<file path="src/rtl/rx_align_pkg.sv">
package rx_align_pkg;
  localparam int unsigned DEF_SYM_W = 10;
  localparam logic [DEF_SYM_W-1:0] DEF_SYNC = 10'b0011111010;

  typedef enum logic {
    LVL_LOW  = 1'b0,
    LVL_HIGH = 1'b1
  } lvl_e;
endpackage

</file>
<file path="src/rtl/rx_bit_window.sv">
module rx_bit_window #(
  parameter int unsigned SYM_W = 10
) (
  input  logic             clk_i,
  input  logic             rst_ni,
  input  logic             ser_i,
  input  logic             clr_i,
  output logic [SYM_W-1:0] nxt_o
);
  logic [SYM_W-1:0] win_q;

  assign nxt_o = {win_q[SYM_W-2:0], ser_i};

  always_ff @(posedge clk_i or negedge rst_ni) begin
    if (!rst_ni)    win_q <= '0;
    else if (clr_i) win_q <= '0;
    else            win_q <= nxt_o;
  end
endmodule

</file>
<file path="src/rtl/rx_frame_ctrl.sv">
module rx_frame_ctrl #(
  parameter int unsigned     SYM_W    = 10,
  parameter logic [SYM_W-1:0] SYNC_PAT = '0
) (
  input  logic             clk_i,
  input  logic             rst_ni,
  input  logic [SYM_W-1:0] nxt_i,
  input  logic             loss_i,
  output logic             evt_o,
  output logic             in_sync_o
);
  localparam int unsigned CNT_W = $clog2(SYM_W);
  localparam logic [CNT_W-1:0] LAST = CNT_W'(SYM_W - 1);

  logic             in_sync_q;
  logic [CNT_W-1:0] bit_cnt_q;
  logic             match;

  assign match     = (nxt_i == SYNC_PAT);
  assign evt_o     = !loss_i && (in_sync_q ? (bit_cnt_q == LAST) : match);
  assign in_sync_o = in_sync_q;

  always_ff @(posedge clk_i or negedge rst_ni) begin
    if (!rst_ni) begin
      in_sync_q <= 1'b0;
      bit_cnt_q <= '0;
    end else if (loss_i) begin
      in_sync_q <= 1'b0;
      bit_cnt_q <= '0;
    end else if (!in_sync_q) begin
      if (match) begin
        in_sync_q <= 1'b1;
        bit_cnt_q <= '0;
      end
    end else begin
      bit_cnt_q <= evt_o ? '0 : bit_cnt_q + 1'b1;
    end
  end
endmodule

</file>
<file path="src/rtl/rx_clk_stretch.sv">
module rx_clk_stretch
  import rx_align_pkg::*;
#(
  parameter int unsigned SYM_W = 10,
  parameter int unsigned HI_W  = 5,
  parameter int unsigned LO_W  = 5
) (
  input  logic             clk_i,
  input  logic             rst_ni,
  input  logic             evt_i,
  input  logic [SYM_W-1:0] sym_i,
  input  logic             flush_i,
  output logic             bclk_o,
  output logic [SYM_W-1:0] sym_o,
  output logic             vld_o
);
  localparam int unsigned RUN_W = $clog2(SYM_W + 1);
  localparam logic [RUN_W-1:0] HI_N = RUN_W'(HI_W);
  localparam logic [RUN_W-1:0] LO_N = RUN_W'(LO_W);

  lvl_e             lvl_q;
  logic [RUN_W-1:0] run_q;
  logic [SYM_W-1:0] pend_q, sym_q;
  logic             pend_v_q, vld_q;
  logic             fire;

  // fall only once the high phase is long enough and a symbol waits
  assign fire = (lvl_q == LVL_HIGH) && (run_q >= HI_N) && pend_v_q && !flush_i;

  always_ff @(posedge clk_i or negedge rst_ni) begin
    if (!rst_ni) begin
      lvl_q <= LVL_HIGH;
      run_q <= '0;
    end else if (lvl_q == LVL_LOW) begin
      if (run_q == LO_N) begin
        lvl_q <= LVL_HIGH;
        run_q <= RUN_W'(1);
      end else begin
        run_q <= run_q + 1'b1;
      end
    end else if (fire) begin
      lvl_q <= LVL_LOW;
      run_q <= RUN_W'(1);
    end else if (run_q < HI_N) begin
      run_q <= run_q + 1'b1;
    end
  end

  always_ff @(posedge clk_i or negedge rst_ni) begin
    if (!rst_ni) begin
      pend_q   <= '0;
      pend_v_q <= 1'b0;
    end else if (flush_i) begin
      pend_v_q <= 1'b0;
    end else if (evt_i) begin
      pend_q   <= sym_i;
      pend_v_q <= 1'b1;
    end else if (fire) begin
      pend_v_q <= 1'b0;
    end
  end

  always_ff @(posedge clk_i or negedge rst_ni) begin
    if (!rst_ni) begin
      sym_q <= '0;
      vld_q <= 1'b0;
    end else begin
      vld_q <= fire;
      if (fire) sym_q <= pend_q;
    end
  end

  assign bclk_o = (lvl_q == LVL_HIGH);
  assign sym_o  = sym_q;
  assign vld_o  = vld_q;
endmodule

</file>
<file path="src/rtl/rx_byte_aligner.sv">
module rx_byte_aligner
  import rx_align_pkg::*;
#(
  parameter int unsigned      SYM_W    = DEF_SYM_W,
  parameter logic [SYM_W-1:0] SYNC_PAT = DEF_SYNC
) (
  input  logic             clk_i,
  input  logic             rst_ni,
  input  logic             ser_i,
  input  logic             los_i,
  input  logic             sym_err_i,
  output logic [SYM_W-1:0] sym_o,
  output logic             sym_vld_o,
  output logic             byte_clk_o,
  output logic             in_sync_o
);
  localparam int unsigned HI_W = SYM_W / 2;
  localparam int unsigned LO_W = SYM_W - HI_W;

  logic             loss;
  logic [SYM_W-1:0] nxt;
  logic             evt;

  assign loss = los_i | sym_err_i;

  rx_bit_window #(.SYM_W(SYM_W)) i_window (
    .clk_i  (clk_i),
    .rst_ni (rst_ni),
    .ser_i  (ser_i),
    .clr_i  (loss),
    .nxt_o  (nxt)
  );

  rx_frame_ctrl #(.SYM_W(SYM_W), .SYNC_PAT(SYNC_PAT)) i_frame (
    .clk_i     (clk_i),
    .rst_ni    (rst_ni),
    .nxt_i     (nxt),
    .loss_i    (loss),
    .evt_o     (evt),
    .in_sync_o (in_sync_o)
  );

  rx_clk_stretch #(.SYM_W(SYM_W), .HI_W(HI_W), .LO_W(LO_W)) i_stretch (
    .clk_i   (clk_i),
    .rst_ni  (rst_ni),
    .evt_i   (evt),
    .sym_i   (nxt),
    .flush_i (loss),
    .bclk_o  (byte_clk_o),
    .sym_o   (sym_o),
    .vld_o   (sym_vld_o)
  );
endmodule

</file>
<file path="config.mk">
export PLATFORM = sky130hd
export DESIGN_NAME = rx_byte_aligner
export DESIGN_NICKNAME = d
export VERILOG_FILES = /design/src/rtl/rx_align_pkg.sv /design/src/rtl/rx_bit_window.sv /design/src/rtl/rx_frame_ctrl.sv /design/src/rtl/rx_clk_stretch.sv /design/src/rtl/rx_byte_aligner.sv
export SDC_FILE = /design/constraint.sdc
export NUM_CORES = 1
export LEC_CHECK = 0
export BUFFER_PORTS_ARGS = -buffer_cell sky130_fd_sc_hd__buf_2
export CAP_MARGIN = 20
export CORE_UTILIZATION = 46
export CTS_CLUSTER_DIAMETER = 40
export CTS_CLUSTER_SIZE = 40
export DETAILED_ROUTE_END_ITERATION = 8
export SLEW_MARGIN = 20
export SYNTH_ARGS = -nofsm -noshare
export SYNTH_HDL_FRONTEND = slang
export SYNTH_SLANG_ARGS = --single-unit
</file>
<file path="constraint.sdc">
create_clock -name clk_i -period 3.8 [get_ports clk_i]
set_input_delay 0.76 -clock clk_i [delete_from_list [all_inputs] [get_ports clk_i]]
set_output_delay 0.76 -clock clk_i [all_outputs]
set_load 0.05 [all_outputs]
</file>
Yosys cells after proc, flatten, opt, wreduce, memory -nomap -nowiden
Index checks and enable logic that the tools add are counted.
- reduce and logical (&&, ||, !) cells: 8
- $add $sub $neg: 2
- magnitude comparators: 2
- equality and inequality tests: 4
- bitwise gates (word level): 2
- multiplexer cells: 19
- operators with widths (cell ; count):
    4-bit two-way mux ; 8
    10-bit by 8-bit equality test with 1-bit output, second input constant ; 1
    1-bit two-way mux ; 10
    9-bit two-way mux ; 1
    4-bit by 1-bit adder with 4-bit output, second input constant ; 2
    3-bit nonzero test ; 2
    4-bit by 3-bit equality test with 1-bit output, second input constant ; 1
    4-bit equality test, second input constant ; 1
    4-bit by 3-bit >= comparator with 1-bit output, second input constant ; 1
    1-bit logical AND ; 4
    4-bit by 3-bit less-than comparator with 1-bit output, second input constant ; 1
    3-bit != test, second input constant ; 1
    2-bit AND reduction ; 1
    1-bit zero test ; 1
    1-bit NOT ; 1
    1-bit OR ; 1
- bits of input ports: 5
- output and inout port bits: 13
- word-level logic and storage cells: 46
- register bits after elaboration: 41

Logic depth before layout (Yosys ltp)
- word-level depth: 7
- gate-level depth with buffers: 7
- depth with buffers taken out: 6

Cells and area by module
A second synthesis with hierarchy kept.
- cell total of the unflattened synthesis: 130
- area, all modules: 1774.2 sq um
- by module, submodules not included (module ; instances ; seq. area each (sq um) ; cells an instance ; area each (sq um)):
    rx_clk_stretch ; 1 ; 676.9 ; 82 ; 1154.9
    rx_frame_ctrl ; 1 ; 125.1 ; 28 ; 324.1
    rx_bit_window ; 1 ; 225.2 ; 19 ; 289.0
    rx_byte_aligner ; 1 ; 0.0 ; 1 ; 6.3

Worst setup path before layout
OpenSTA, ideal clock, no wires.
- path kind: input to register
- start point: in sym_err_i
- end point: reg i_stretch.sym_q[7], in the netlist i_stretch.sym_o[7]
- stages: 5
- setup time: 0.125 ns
- arrival time: 1.762 ns
- buffers on the path: 1
- slack: 1.914 ns
- data required time: 3.675 ns
- path through: nor2_2 nand2_1 nor3_4 buf_6 mux2_2
- word-level cells in the longest chain between the ends: 3
- RTL lines (what ; RTL line ; RTL):
    from (decl) ; rx_byte_aligner.sv:11 ; input logic sym_err_i,
    1-bit OR ; rx_byte_aligner.sv:24 ; assign loss = los_i | sym_err_i;
    1-bit zero test ; rx_clk_stretch.sv:28 ; assign fire = (lvl_q == LVL_HIGH) && (run_q >= HI_N) && pend_v_q && !flush_i;
    1-bit logical AND ; rx_clk_stretch.sv:28 ;
    net i_stretch.fire ; rx_clk_stretch.sv:25 ; logic fire;
    to (signal assigned) ; rx_clk_stretch.sv:69 ; if (fire) sym_q <= pend_q;
    to (decl) ; rx_clk_stretch.sv:23 ; logic [SYM_W-1:0] pend_q, sym_q;
The timed path passes the listed nets, and every way through them passes these cells.
A chain may end at the register's enable or synchronous reset.

Final worst setup path
- start point: in sym_err_i
- end point: reg i_stretch.sym_q[3], in the netlist i_stretch.sym_o[3]
- word-level cells in the longest chain between the ends: 3
- RTL lines (what ; RTL line):
    1-bit OR ; rx_byte_aligner.sv:24
    1-bit zero test ; rx_clk_stretch.sv:28
    1-bit logical AND ; rx_clk_stretch.sv:28
Every way passes these cells.

==> qor.json <==
{
  "place.detailed.hpwl_um": 2090,
  "tightest_slew_ns": 0.902,
  "synth_cell_types": 38,
  "min-delay-start": "i_stretch.pend_q[0]",
  "mapped_cell_area_um2": 1810,
  "setup_viol_count_final": 0,
  "cts_max_path_buffers": 2,
  "start_util_pct": 48.7,
  "post_route_cells_drive_above_1_share_pct": 35.3,
  "timing.critical_path.cells": "buf_2 > nor2_2 > nand2_1 > nor3_4 > mux2_2",
  "io_buffers": 17,
  "cts_tree": "yes",
  "cts_htree_levels": 2,
  "cp_data_required_time_ns": 3.97,
  "finalClockSkew_ns": 0.00613,
  "die_width_um": 64.7,
  "setup.worst_path.class": "in -> reg",
  "slew_viol_final": 0,
  "relSlewSlack_pct": 39.7,
  "final_cell_mix": "dfrtp_1, buf_2, mux2_4",
  "timing.reg2reg.worst_path_depth": 5,
  "fin_crit_sh_pct": 59.9,
  "cap_violations": 0,
  "routabilityCongestion": 0.753,
  "grt_max_degree": 42,
  "slowest_delay_ns": 0.58,
  "post-route-drc-count": 0,
  "period_needed_ns": 2.28,
  "num_rows": 22,
  "synth_warnings": 0,
  "first_global_vias": 1125,
  "syn_nets": 145,
  "start_kind": "primary input",
  "final_common_cell": "dfrtp_1",
  "p_total_uw": 723,
  "post-cts-setup-buffers": 0,
  "cts.repair.resized": 0,
  "die_height_um": 64.7,
  "end_kind": "register",
  "ios": 18,
  "hold_path_depth": 1,
  "layout-area-overhead-vs-synth_pct": 10.7,
  "fp.coreArea_um2": 3720,
  "ir_worst_vdd_mv": 0.269,
  "endpoint_of_the_most_critical_register_to_register_path": "i_stretch.pend_q[0]",
  "final.setup.tns_ns": 0,
  "drtIter0Drc": 55,
  "antenna_cells": 0,
  "clk_latency_ns": 0.29,
  "worst-path-max-fanout": 16,
  "number_of_cells_produced_by_synthesis": 135,
  "cts_root_buffer": "clkbuf_8",
  "detailroute.via_count": 1063,
  "synth.avg_cell_area_um2": 13.4,
  "fmax_mhz": 439,
  "detail_route.wl_per_cell_um": 14.8,
  "ys_ff_latch": 41,
  "worst_hold_path_type": "reg -> reg",
  "grt_first_pass_wirelength_um": 5330,
  "cellPowerDensity_nw_per_um2": 361,
  "setup.reg_to_reg.worst_slack_ns": 1.56,
  "tritoncts.num_buffers": 5,
  "final_nets": 165,
  "groute.usage.overall_pct": 17.1,
  "holdPathEnd": "i_stretch.sym_o[0]",
  "cp_data_arrival_time_ns": 2.45,
  "reg2reg_from": "i_frame.bit_cnt_q[0]",
  "cts_sinks": 41,
  "worst_path_max_delay_cell": "nor3_4",
  "route.final.wire_length_um": 3030,
  "result_of_the_run": "complete, no violations",
  "leakage_nw": 1.04,
  "dr.pass1.iters": 4,
  "ant_nets": 0,
  "drt-vias-per-instance": 5.21,
  "clkSlewWorstSetupHoldPaths_ns": 0.08,
  "antenna_found_initial": 0,
  "hold_viol": 0,
  "grt_remaining_overflow": 0,
  "post_cts_hold_buffer_count": 0,
  "full_die_area_um2": 4180,
  "grt_setup_unrepaired": "no",
  "synth_seq_area_share_pct": 56.8
}
## layer usage
| layer | global-route usage (%) | up-vias | wire [um] |
|---|---|---|---|
| met4 | 4.17 | 0 | 25 |
| met2 | 27.6 | 18 | 1510 |
| met1 | 22.4 | 534 | 1400 |
| met3 | 5.28 | 4 | 101 |
| li1 | - | 507 | - |
| met5 | 0 | - | 0 |
## sequential cells by signal, summed over array words and instances (netlist names)
signal and flops:
i_frame.bit_cnt_q 4, i_stretch.vld_o 1, i_stretch.pend_v_q 1, i_stretch.bclk_o 1
i_frame.in_sync_o 1, i_stretch.run_q 4, i_stretch.pend_q 10, i_window.win_q 9
i_stretch.sym_o 10
## Yosys cell counts
cell type  count  area, um2
nor3b_2        1       12.5
xor2_1         1       8.76
nor2_1         4       15.0
nor2b_1        1       6.26
nand4bb_1      1       11.3
and3_1         1       6.26
nor3_2         1       10.0
dfstp_2        1       26.3
a31oi_2        1       12.5
nand2_1        4       15.0
nand3_1        6       30.0
nand4_1        1       6.26
o21ai_2        1       8.76
and3b_1        1       8.76
and3_4         1       11.3
nor2_2         1       6.26
dfrtp_1       40       1000
ha_1           5       62.6
xnor2_1        1       8.76
o41a_1         1       11.3
buf_6          3       33.8
o21ai_0        8       40.0
and4bb_2       1       12.5
mux2_2         9        101
nor3_4         1       16.3
mux2_4        11        165
o21bai_1       1       7.51
clkbuf_1       1       3.75
a21oi_1        2       10.0
or2_2          1       6.26
o22a_1         1       8.76
nand3b_1       1       7.51
a221oi_1       1       8.76
and2_1         9       56.3
inv_1          7       26.3
a32o_1         1       10.0
o21ai_1        1       5.00
nor3_1         2       10.0
## area by class of cell
| cell class | instances | area (um2) |
|---|---|---|
| tap | 48 | 60.1 |
| multi-input combinational | 83 | 717 |
| sequential | 41 | 1030 |
| inverter | 7 | 26.3 |
| fill | 331 | 1710 |
| timing repair buffer | 17 | 85.1 |
| clock buffer | 5 | 68.8 |
| clock inverter | 3 | 17.5 |
## worst max path at each step
stage / cells past startpoint / startpoint / end
after floorplan: 5 / sym_err_i / i_stretch.sym_o[7]
after global placement: 5 / sym_err_i / i_stretch.sym_o[7]
after detailed placement: 5 / sym_err_i / i_stretch.sym_o[3]
after CTS: 5 / sym_err_i / i_stretch.sym_o[3]
after global routing: 5 / sym_err_i / i_stretch.sym_o[7]
final: 5 / sym_err_i / i_stretch.sym_o[3]
## logic make-up (layout without fill, tap and decap cells)
logic type / Yosys count / in the layout / share of synthesized area (%)
multiplexers: 20 / 20 / 14.7
AND/OR/NAND/NOR: 38 / 38 / 13.7
XOR/XNOR: 2 / 2 / 0.969
adder cells (fa/ha/maj): 5 / 5 / 3.46
flip-flops: 41 / 41 / 56.8
buffers and inverters: 11 / 32 / 3.53
AO/OA/AOI/OAI: 18 / 18 / 6.78
## power breakdown
part	internal (mW)	leakage, nW	switching, mW
sequential	0.437	0.548	0.000596
clock	0.127	0.0439	0.144
combinational	0.00317	0.444	0.0124
total	0.566	1.04	0.157
## critical path: cells and delay by family
family        cells  cell delay [ns]
mux               1             0.42
buf+inv           1             0.12
simple gates      3             1.15
## stage by stage
step                      utilization [%]  setup slack [ns]  hold WS (ns)  cell area (um2)  std cells
after floorplan                         -              1.91         0.464             1810        135
after global placement               51.5              1.27         0.488             1920        196
after detailed placement             51.5              1.17         0.491             1920        196
after CTS                            53.9              1.47         0.512             2000        204
after global routing                 53.9              1.30         0.534             2000        204
final                                53.9              1.52         0.508             2000        204
Note: power is estimated with default switching activity, not from simulation.
